**src/rtl/uart_bank_pkg.sv**
```systemverilog
package uart_bank_pkg;
    localparam int DW = 8;
    localparam int AW = 3;

    localparam logic [DW-1:0] LCR_BANK_KEY = 8'hBF;
    localparam int LCR_DIV_BIT = 7;
    localparam int ACR_IRD_BIT = 6;
    localparam int ACR_XST_BIT = 7;
    localparam int EFR_ENH_BIT = 4;
    localparam int MCR_PRE_BIT = 7;
    localparam int ASR_W       = 2;

    localparam logic [DW-1:0] IX_ACR = 8'h00;
    localparam logic [DW-1:0] IX_CPR = 8'h01;
    localparam logic [DW-1:0] IX_TCR = 8'h02;
    localparam logic [DW-1:0] IX_TTL = 8'h04;
    localparam logic [DW-1:0] IX_RTL = 8'h05;
    localparam logic [DW-1:0] IX_CSR = 8'h0C;

    typedef enum logic [3:0] {
        T_NONE, T_DLL, T_DLM, T_IER, T_FCR, T_LCR, T_MCR,
        T_SPR, T_ICR, T_EFR, T_ASR, T_RFL, T_TFL
    } tgt_e;

    typedef struct packed {
        logic [DW-1:0] dll;
        logic [DW-1:0] dlm;
        logic [DW-1:0] ier;
        logic [DW-1:0] fcr;
        logic [DW-1:0] lcr;
        logic [DW-1:0] mcr;
        logic [DW-1:0] spr;
        logic [DW-1:0] efr;
        logic [ASR_W-1:0] asr;
    } core_t;

    typedef struct packed {
        logic [DW-1:0] acr;
        logic [DW-1:0] cpr;
        logic [DW-1:0] tcr;
        logic [DW-1:0] ttl;
        logic [DW-1:0] rtl;
    } icr_t;
endpackage

```
**src/rtl/uart_bank_decode.sv**
```systemverilog
module uart_bank_decode
    import uart_bank_pkg::*;
(
    input  logic [AW-1:0] addr,
    input  logic [DW-1:0] lcr,
    input  logic [DW-1:0] acr,
    output tgt_e          wr_tgt,
    output tgt_e          rd_tgt
);
    logic key_bank, div_bank, xst_bank, ird_en;

    always_comb begin
        key_bank = (lcr == LCR_BANK_KEY);
        div_bank = lcr[LCR_DIV_BIT];
        xst_bank = acr[ACR_XST_BIT];
        ird_en   = acr[ACR_IRD_BIT];
        wr_tgt   = T_NONE;
        rd_tgt   = T_NONE;
        if (key_bank) begin
            unique case (addr)
                3'd2:    begin wr_tgt = T_EFR; rd_tgt = T_EFR; end
                3'd3:    begin wr_tgt = T_LCR; rd_tgt = T_LCR; end
                default: begin wr_tgt = T_NONE; rd_tgt = T_NONE; end
            endcase
        end else begin
            unique case (addr)
                3'd0: begin
                    wr_tgt = div_bank ? T_DLL : T_NONE;
                    rd_tgt = div_bank ? T_DLL : T_NONE;
                end
                3'd1: begin
                    wr_tgt = div_bank ? T_DLM : (xst_bank ? T_ASR : T_IER);
                    rd_tgt = div_bank ? T_DLM : (xst_bank ? T_ASR : T_IER);
                end
                3'd2: begin wr_tgt = T_FCR; rd_tgt = T_FCR; end
                3'd3: begin wr_tgt = T_LCR; rd_tgt = xst_bank ? T_RFL : T_LCR; end
                3'd4: begin wr_tgt = T_MCR; rd_tgt = xst_bank ? T_TFL : T_MCR; end
                3'd5: begin wr_tgt = T_ICR; rd_tgt = ird_en ? T_ICR : T_NONE; end
                3'd6: begin wr_tgt = T_NONE; rd_tgt = T_NONE; end
                default: begin wr_tgt = T_SPR; rd_tgt = T_SPR; end
            endcase
        end
    end
endmodule

```
**src/rtl/uart_bank_icr.sv**
```systemverilog
module uart_bank_icr
    import uart_bank_pkg::*;
(
    input  logic          clk,
    input  logic          rst_n,
    input  logic          wr,
    input  logic [DW-1:0] idx,
    input  logic [DW-1:0] wdata,
    output logic          soft_clr,
    output icr_t          regs,
    output logic [DW-1:0] rd_val
);
    icr_t regs_d, regs_q;

    always_comb begin
        regs_d   = regs_q;
        soft_clr = wr && (idx == IX_CSR) && (wdata == '0);
        if (wr) begin
            unique case (idx)
                IX_ACR:  regs_d.acr = wdata;
                IX_CPR:  regs_d.cpr = wdata;
                IX_TCR:  regs_d.tcr = wdata;
                IX_TTL:  regs_d.ttl = wdata;
                IX_RTL:  regs_d.rtl = wdata;
                default: regs_d = regs_q;
            endcase
        end
        if (soft_clr) regs_d = '0;
    end

    always_comb begin
        unique case (idx)
            IX_ACR:  rd_val = regs_q.acr;
            IX_CPR:  rd_val = regs_q.cpr;
            IX_TCR:  rd_val = regs_q.tcr;
            IX_TTL:  rd_val = regs_q.ttl;
            IX_RTL:  rd_val = regs_q.rtl;
            default: rd_val = '0;
        endcase
    end

    always_ff @(posedge clk or negedge rst_n) begin
        if (!rst_n) regs_q <= '0;
        else        regs_q <= regs_d;
    end

    assign regs = regs_q;

    p_soft_clear_r8: assert property (@(posedge clk) disable iff (!rst_n)
        soft_clr |=> (regs_q == '0));
endmodule

```
**src/rtl/uart_bank_rdmux.sv**
```systemverilog
module uart_bank_rdmux
    import uart_bank_pkg::*;
(
    input  tgt_e          rd_tgt,
    input  core_t         core,
    input  logic [DW-1:0] icr_val,
    input  logic [DW-1:0] rx_level,
    input  logic [DW-1:0] tx_level,
    output logic [DW-1:0] val
);
    always_comb begin
        unique case (rd_tgt)
            T_DLL:   val = core.dll;
            T_DLM:   val = core.dlm;
            T_IER:   val = core.ier;
            T_FCR:   val = core.fcr;
            T_LCR:   val = core.lcr;
            T_MCR:   val = core.mcr;
            T_SPR:   val = core.spr;
            T_EFR:   val = core.efr;
            T_ICR:   val = icr_val;
            T_ASR:   val = {{(DW-ASR_W){1'b0}}, core.asr};
            T_RFL:   val = rx_level;
            T_TFL:   val = tx_level;
            default: val = '0;
        endcase
    end
endmodule

```
**src/rtl/uart_bank_regs.sv**
```systemverilog
module uart_bank_regs
    import uart_bank_pkg::*;
(
    input  logic            clk,
    input  logic            rst_n,
    input  logic [AW-1:0]   addr,
    input  logic [DW-1:0]   wdata,
    input  logic            wr_en,
    input  logic            rd_en,
    input  logic [DW-1:0]   rx_level,
    input  logic [DW-1:0]   tx_level,
    output logic [DW-1:0]   rdata,
    output logic [2*DW-1:0] baud_div,
    output logic [DW-1:0]   int_en,
    output logic [DW-1:0]   fifo_ctl,
    output logic [DW-1:0]   line_ctl,
    output logic [DW-1:0]   modem_ctl,
    output logic [DW-1:0]   feat_ctl,
    output logic [DW-1:0]   addl_ctl,
    output logic [DW-1:0]   clk_pre,
    output logic [DW-1:0]   times_clk,
    output logic [DW-1:0]   tx_trig,
    output logic [DW-1:0]   rx_trig,
    output logic [DW-1:0]   addl_stat
);
    core_t         core_d, core_q;
    logic [DW-1:0] rdata_d, rdata_q;
    tgt_e          wr_tgt, rd_tgt;
    icr_t          icr_regs;
    logic [DW-1:0] icr_val, rd_val;
    logic          soft_clr;

    uart_bank_decode u_dec (
        .addr   (addr),
        .lcr    (core_q.lcr),
        .acr    (icr_regs.acr),
        .wr_tgt (wr_tgt),
        .rd_tgt (rd_tgt)
    );

    uart_bank_icr u_icr (
        .clk      (clk),
        .rst_n    (rst_n),
        .wr       (wr_en && (wr_tgt == T_ICR)),
        .idx      (core_q.spr),
        .wdata    (wdata),
        .soft_clr (soft_clr),
        .regs     (icr_regs),
        .rd_val   (icr_val)
    );

    uart_bank_rdmux u_mux (
        .rd_tgt   (rd_tgt),
        .core     (core_q),
        .icr_val  (icr_val),
        .rx_level (rx_level),
        .tx_level (tx_level),
        .val      (rd_val)
    );

    always_comb begin
        core_d  = core_q;
        rdata_d = rdata_q;
        if (wr_en) begin
            unique case (wr_tgt)
                T_DLL: core_d.dll = wdata;
                T_DLM: core_d.dlm = wdata;
                T_IER: core_d.ier = wdata;
                T_FCR: core_d.fcr = wdata;
                T_LCR: core_d.lcr = wdata;
                T_SPR: core_d.spr = wdata;
                T_EFR: core_d.efr = wdata;
                T_ASR: core_d.asr = wdata[ASR_W-1:0];
                T_MCR: begin
                    core_d.mcr = wdata;
                    if (!core_q.efr[EFR_ENH_BIT])
                        core_d.mcr[MCR_PRE_BIT] = core_q.mcr[MCR_PRE_BIT];
                end
                default: core_d = core_q;
            endcase
        end
        if (soft_clr) core_d = '0;
        if (rd_en)    rdata_d = rd_val;
    end

    always_ff @(posedge clk or negedge rst_n) begin
        if (!rst_n) begin
            core_q  <= '0;
            rdata_q <= '0;
        end else begin
            core_q  <= core_d;
            rdata_q <= rdata_d;
        end
    end

    assign rdata     = rdata_q;
    assign baud_div  = {core_q.dlm, core_q.dll};
    assign int_en    = core_q.ier;
    assign fifo_ctl  = core_q.fcr;
    assign line_ctl  = core_q.lcr;
    assign modem_ctl = core_q.mcr;
    assign feat_ctl  = core_q.efr;
    assign addl_stat = {{(DW-ASR_W){1'b0}}, core_q.asr};
    assign addl_ctl  = icr_regs.acr;
    assign clk_pre   = icr_regs.cpr;
    assign times_clk = icr_regs.tcr;
    assign tx_trig   = icr_regs.ttl;
    assign rx_trig   = icr_regs.rtl;

    p_div_low_write_r2: assert property (@(posedge clk) disable iff (!rst_n)
        (wr_en && addr == 3'd0 && line_ctl[LCR_DIV_BIT] && line_ctl != LCR_BANK_KEY)
        |=> baud_div[DW-1:0] == $past(wdata));

    p_key_bank_locks_window_r3: assert property (@(posedge clk) disable iff (!rst_n)
        (wr_en && addr == 3'd5 && line_ctl == LCR_BANK_KEY) |=> $stable(addl_ctl));

    p_window_read_gate_r5: assert property (@(posedge clk) disable iff (!rst_n)
        (rd_en && addr == 3'd5 && line_ctl != LCR_BANK_KEY && !addl_ctl[ACR_IRD_BIT])
        |=> rdata == '0);

    p_stat_write_bits_r7: assert property (@(posedge clk) disable iff (!rst_n)
        (wr_en && wr_tgt == T_ASR) |=> addl_stat == {{(DW-ASR_W){1'b0}}, $past(wdata[ASR_W-1:0])});

    p_prescaler_gate_r9: assert property (@(posedge clk) disable iff (!rst_n)
        (wr_en && addr == 3'd4 && line_ctl != LCR_BANK_KEY && !feat_ctl[EFR_ENH_BIT])
        |=> modem_ctl[MCR_PRE_BIT] == $past(modem_ctl[MCR_PRE_BIT]));

    p_rdata_hold_r10: assert property (@(posedge clk) disable iff (!rst_n)
        !rd_en |=> $stable(rdata));
endmodule

```
**config.mk**
```make
export PLATFORM = sky130hd
export DESIGN_NAME = uart_bank_regs
export DESIGN_NICKNAME = d
export VERILOG_FILES = /design/src/rtl/uart_bank_pkg.sv /design/src/rtl/uart_bank_decode.sv /design/src/rtl/uart_bank_icr.sv /design/src/rtl/uart_bank_rdmux.sv /design/src/rtl/uart_bank_regs.sv
export SDC_FILE = /design/constraint.sdc
export NUM_CORES = 1
export LEC_CHECK = 0
export ABC_AREA = 1
export CAP_MARGIN = 20
export CORE_MARGIN = 4
export CORE_UTILIZATION = 40
export DETAILED_ROUTE_END_ITERATION = 6
export PLACE_DENSITY = 0.66
export SLEW_MARGIN = 25
export SYNTH_ARGS = -nofsm -noshare
export SYNTH_HDL_FRONTEND = slang
export SYNTH_SLANG_ARGS = --single-unit
```
**constraint.sdc**
```tcl
create_clock -name clk -period 5.6 [get_ports clk]
set_clock_uncertainty 0.15 [all_clocks]
set_input_delay 1.12 -clock clk [delete_from_list [all_inputs] [get_ports clk]]
set_output_delay 1.12 -clock clk [all_outputs]
set_load 0.02 [all_outputs]
```
Yosys cells after proc, flatten, opt, wreduce, memory -nomap -nowiden
Index checks and enable logic that the tools add are counted.
W data, S select, Z words.
{ "word_totals": {"regBits": 114, "inputBits": 31, "out_inout_bits": 112, "wordCells": 120} }
{ "op_classes": {"n_eq_ne": 34, "muxes": 32, "n_reduce_logical": 38} }
{ "op_table": {"columns": ["cell", "n"], "rows": [
  ["$mux W66", 2],
  ["$mux W8", 13],
  ["$pmux W8 S12", 1],
  ["$mux W40", 2],
  ["$pmux W4 S7", 2],
  ["$pmux W8 S5", 1],
  ["$reduce_bool A2 Y1", 17],
  ["$eq A4 B3 Y1 const B", 8],
  ["$eq A4 B4 Y1 const B", 8],
  ["$mux W4", 7],
  ["$reduce_and A2 Y1", 14],
  ["$eq A4 B2 Y1 const B", 4],
  ["$eq A8 B3 Y1 const B", 2],
  ["$logic_not A8 Y1", 2],
  ["$eq A3 B3 Y1 const B", 3],
  ["$eq A4 B1 Y1 const B", 2],
  ["$eq A8 B1 Y1 const B", 1],
  ["$eq A8 B2 Y1 const B", 1],
  ["$eq A8 B4 Y1 const B", 1],
  ["$eq A8 B8 Y1 const B", 1],
  ["$pmux W4 S2", 1],
  ["$eq A3 B2 Y1 const B", 2],
  ["$eq A3 B1 Y1 const B", 1],
  ["$logic_and A1 B1 Y1", 3],
  ["other kinds (4)", 5]
]} }

Depth between registers and ports, before layout
{ "logic_depth": {"word_depth": 10, "ltp_mapped": 16} }

Modules after synthesis
A second synthesis with hierarchy kept.
{ "hier_totals": {"cells_unflattened": 925, "hier_area_um2": 7029.2} }
{ "by_module_without_submodules": {"columns": ["module", "n_inst", "cells_each", "area_per_inst_um2", "seq_area_each_um2"], "rows": [
  ["uart_bank_regs", 1, 390, 3691.0, 1851.8],
  ["uart_bank_icr", 1, 277, 2123.3, 1001.0],
  ["uart_bank_rdmux", 1, 199, 910.9, 0.0],
  ["uart_bank_decode", 1, 59, 304.0, 0.0]
]} }

Worst setup path before layout
Ideal clock, no wire load.
{ "synth_path": {"path_kind": "input -> register", "start": "input addr[0]", "end": "register core_q, in the netlist baud_div[0]", "setup_ns": 0.126, "arrival_ns": 2.719, "t_required_ns": 5.324, "path_slack_ns": 2.605, "stages": 13, "path_buffers": 3, "path_cell_list": "buf_6 nand2_1 inv_1 a21oi_1 nand3_2 nand2_2 nand2_2 nor3b_4 nand2_2 buf_6 a21oi_4 buf_6 o21ai_0"} }
{ "synth_via": {"elab_chain_cells": 9, "elab_cells_between_ends": 19, "classes_between": "8 x eq/ne; 4 x mux; 7 x reduce/logical"} }
{ "synth_lines": {"columns": ["element", "line", "rtl"], "rows": [
  ["start, declared", "uart_bank_regs.sv:6", "input logic [AW-1:0] addr,"],
  ["$eq A3 B3 Y1, or another cell as far along", "uart_bank_decode.sv:26", "unique case (addr)"],
  ["$pmux W4 S7 or $pmux W4 S2 (tied branches)", "uart_bank_decode.sv:26, uart_bank_decode.sv:20", null],
  ["$mux W4 *", "uart_bank_decode.sv:19", "if (key_bank) begin"],
  ["$eq A4 B4 Y1", "uart_bank_regs.sv:44", ".wr (wr_en && (wr_tgt == T_ICR)),"],
  ["$logic_and A1 B1 Y1", "uart_bank_regs.sv:44", null],
  ["$logic_and A1 B1 Y1 (2 in series)", "uart_bank_icr.sv:17", "soft_clr = wr && (idx == IX_CSR) && (wdata == '0);"],
  ["$reduce_bool A2 Y1 (no source line)", null, null],
  ["$reduce_and A2 Y1 (no source line)", null, null],
  ["end signal, assigned", "uart_bank_regs.sv:91", "core_q <= core_d;"],
  ["end, declared", "uart_bank_regs.sv:26", "core_t core_d, core_q;"]
]} }
Every way passes the cells marked *; elsewhere a longest branch is shown, timed or not.
A chain may end at the register's enable or synchronous reset.

Final worst setup path
{ "layout_path": {"start": "input addr[0]", "end": "register core_q, in the netlist int_en[3]"} }
The elaborated chain is that of the path after synthesis.

==> impl_metrics.csv <==
group,metric,value,unit
routing,ant_nets,0,
worst_hold_path,hold_depth,2,
worst_setup_path,cpPeakStageDelay,670,ps
worst_setup_path,cp_cell_sequence,"clkdlybuf4s50_1 > nor2_1 > a21oi_1 > nand3_2 > nand2_2 > nand2_2 > nor3b_4 > nand2_2 > a21oi_2 > o21ai_0",
placement,place_hpwl,14800,um
worst_setup_path,ff2ff_setup_slack,2470,ps
outcome,status,"complete, no violations",
routing,first_pass_iters,6,
floorplan,die_area,17800,um^2
global_route,grt_overflow_total,0,
yosys,ys_seq_elements,114,
power,p_leak,3.73,nW
clock_network,cts_max_level,4,
power,peakVddDrop,247,uV
yosys,synth-main-ff-cell,"dfrtp_1",
layout,nNetsFinal,956,
placement,portBuffers,136,
yosys,synthArstFlopShare,100,%
worst_setup_path,crit_fanout,20,
clock_network,post_cts_buffers,0,
power,p_int,0.00209,W
worst_hold_path,hp-class,"reg2reg",
floorplan,die_x,133,um
timing,hold_viol,0,
yosys,ys_types,24,
timing,setup_tns,0,ps
worst_hold_path,hold_end,"rdata[7]",
floorplan,core_area,15300,um^2
power,combPwrFrac,27.2,%
clock_network,tritoncts,"done",
routing,wl_per_cell,18.0,um
global_route,antenna_found_initial,0,
clock_network,root_buffer,"clkbuf_16",
yosys,synth_area,6280,um^2
layout,drive_above_1_share,5.12,%
worst_setup_path,timing.critical_path.max_delay_family,"simple AND/OR/NAND/NOR gates",
layout,final-instance-count-excl-fill,1149,
placement,gp_congestion,0.912,
yosys,synth_cells,852,
timing,rsz0062_at_grt,"no",
yosys,syn_avg_cell_area,7.37,um^2
worst_setup_path,worstRegToRegCells,8,
clock_network,cts.path.max_buffers,2,
worst_setup_path,crit_path_end_kind,"register",
yosys,synth_edf_count,0,
timing,whs,323,ps
global_route,grt_pass1_vias,5661,
yosys,yosysSeqAreaShare,45.4,%
worst_setup_path,crit_arrival,4070,ps
routing,routed_wirelength,20700,um
timing,fmax,255,MHz
worst_setup_path,cp_data_required_time,5740,ps
floorplan,boundaryPins,143,
clock_network,clkTransAtPathRegs,50,ps
floorplan,start_util,41.0,%
power,p_switching,0.00103,W
placement,place_inst,1117,
power,seq_power_share,36.4,%
clock_network,ctsResizeCount,0,
yosys,ys_warn_count,0,
power,power_density,392,nW/um^2
floorplan,row_count,45,
timing,fin_crit_sh,70.2,%
worst_setup_path,regToRegEndpoint,"int_en[3]",
layout,fill_cells,1482,
clock_network,clkSinkCount,114,
clock_network,cts_hold_buf,0,
timing,report.final.slew_viol_count,0,
global_route,grt_max_degree,80,
power,clockPowerShare,36.4,%
worst_setup_path,crit_slowest_cell,"clkdlybuf4s50_1",
worst_setup_path,cp_num_buf_inv,1,
routing,vias_per_cell,5.20,
worst_setup_path,cp_common_cell,"nand2_2",
worst_setup_path,worstSetupStartpointType,"primary input",
layout,fin_util,52.0,%
run,cap_viol_max_count,0,
worst_setup_path,rr_startpoint,"core_q[14]",
worst_setup_path,crit_type,"in2reg",
routing,vias,5977,
clock_network,cts_buffers,17,
timing,worstMarginPinSlew,949,ps
worst_hold_path,hold_start,"rdata[7]",
timing,slew-limit-headroom,36.3,%
floorplan,die_h,133,um
power,swShare,33.1,%
routing,initialDrtViolationCount,581,
clock_network,insertion_delay,430,ps
timing,fin_crit,3930,ps
global_route,grt_pass1_wl,32100,um
layout,syn_to_final_growth,26.9,%
routing,drc,0,
timing,finalSetupViolations,0,
global_route,grt_usage,23.4,%
layout,n_antenna_cell,0,
[sequential cells by signal (all words and copies together) (netlist names)]
register	count
fifo_ctl	8
int_en	8
baud_div	16
feat_ctl	8
addl_stat	2
line_ctl	8
modem_ctl	8
u_icr.regs	40
core_q	8
rdata	8
[per-layer routing]
metal / part of all wire [%] / track usage, % / routed length, um
met1: 43 / 32.1 / 8960
met2: 46 / 36.5 / 9520
met3: 8.0 / 5.74 / 1650
met4: 2.6 / 7.89 / 536
met5: 0 / 0 / 0
[logic make-up (layout without fill, tap and decap cells)]
logic type             Yosys count  count (layout)  synth area share [%]
buffers and inverters          153             234                  13.5
AO/OA/AOI/OAI                  121             121                  9.94
flip-flops                     114             114                  45.4
AND/OR/NAND/NOR                463             463                  31.1
other                            1               6                0.0597
[power groups by stage]
stage / clock, W / sequential (W) / combinational, W
after global routing: 0.00119 / 0.00115 / 0.000916
after CTS: 0.00115 / 0.00113 / 0.000849
after global placement: 0 / 0.00115 / 0.000837
after floorplan: 0 / 0.00111 / 0.000595
after detailed placement: 0 / 0.00114 / 0.000844
final: 0.00114 / 0.00114 / 0.000849
[stage by stage]
stage	instance area, um^2	setup slack, ps	total power, W
2_1_floorplan	6300	2600	0.00171
3_3_place_gp	7330	1440	0.00198
3_5_place_dp	7330	1370	0.00199
4_1_cts	7960	1800	0.00313
5_1_grt	7970	1410	0.00326
6_report	7970	1670	0.00312
[synthesized netlist by cell type (2+ instances only)]
cell      count  area share [%]
nor2_1       80             4.8
buf_4        65             7.8
nor3_1        6            0.48
clkbuf_1     15            0.90
buf_2         6            0.48
buf_6         3            0.54
inv_1        62             3.7
nand2_1     248              15
o21ai_1       4            0.32
a21oi_1      13             1.0
nand4_1       9            0.90
nand2_2       4            0.40
inv_2         2            0.12
o21ai_0     101             8.0
dfrtp_1     114              45
nand3_1     112             8.9
[how the worst max path moves through the flow]
stage	startpoint	end	slack (ps)	cells after the start
after detailed placement	addr[0]	int_en[5]	1370	10
after global routing	addr[0]	int_en[4]	1410	11
final	addr[0]	int_en[3]	1670	10
after CTS	addr[0]	int_en[3]	1800	10
after global placement	addr[0]	int_en[5]	1440	10
after floorplan	addr[0]	baud_div[0]	2600	13
[cells in the final DEF (no fill, tap or decap), drive strengths merged]
| master | Yosys | layout |
|---|---|---|
| nand2 | 252 | 252 |
| clkdlybuf4s50 | 0 | 135 |
| dfrtp | 114 | 114 |
| nand3 | 113 | 113 |
| o21ai | 106 | 106 |
| nor2 | 80 | 80 |
| inv | 64 | 64 |
| clkbuf | 15 | 23 |
| a21oi | 15 | 15 |
| nand4 | 10 | 10 |
| nor3 | 6 | 6 |
| conb | 1 | 6 |
| clkinv | 0 | 5 |
| bufinv | 0 | 3 |
| buf | 74 | 3 |
| nor4 | 1 | 1 |
| nor3b | 1 | 1 |
| clkinvlp | 0 | 1 |
[worst reg2reg max path, delay by kind of cell (launching register included)]
family / cells / cell delay, ps
AOI/OAI and AO/OA: 2 / 760
buffers and inverters: 2 / 280
DFF: 1 / 370
and+or+nand+nor: 4 / 1430
[layout make-up]
class | instances | area, um^2 | area share [%]
clock buffers | 23 | 498 | 6.25
flip-flops and latches | 114 | 2850 | 35.8
inverters | 64 | 240 | 3.02
well taps | 211 | 264 | 3.31
multi-input cells | 590 | 2610 | 32.7
clock inverters | 9 | 126 | 1.59
repair buffers | 138 | 1380 | 17.3
No activity file was read; power rests on OpenSTA's default activity.
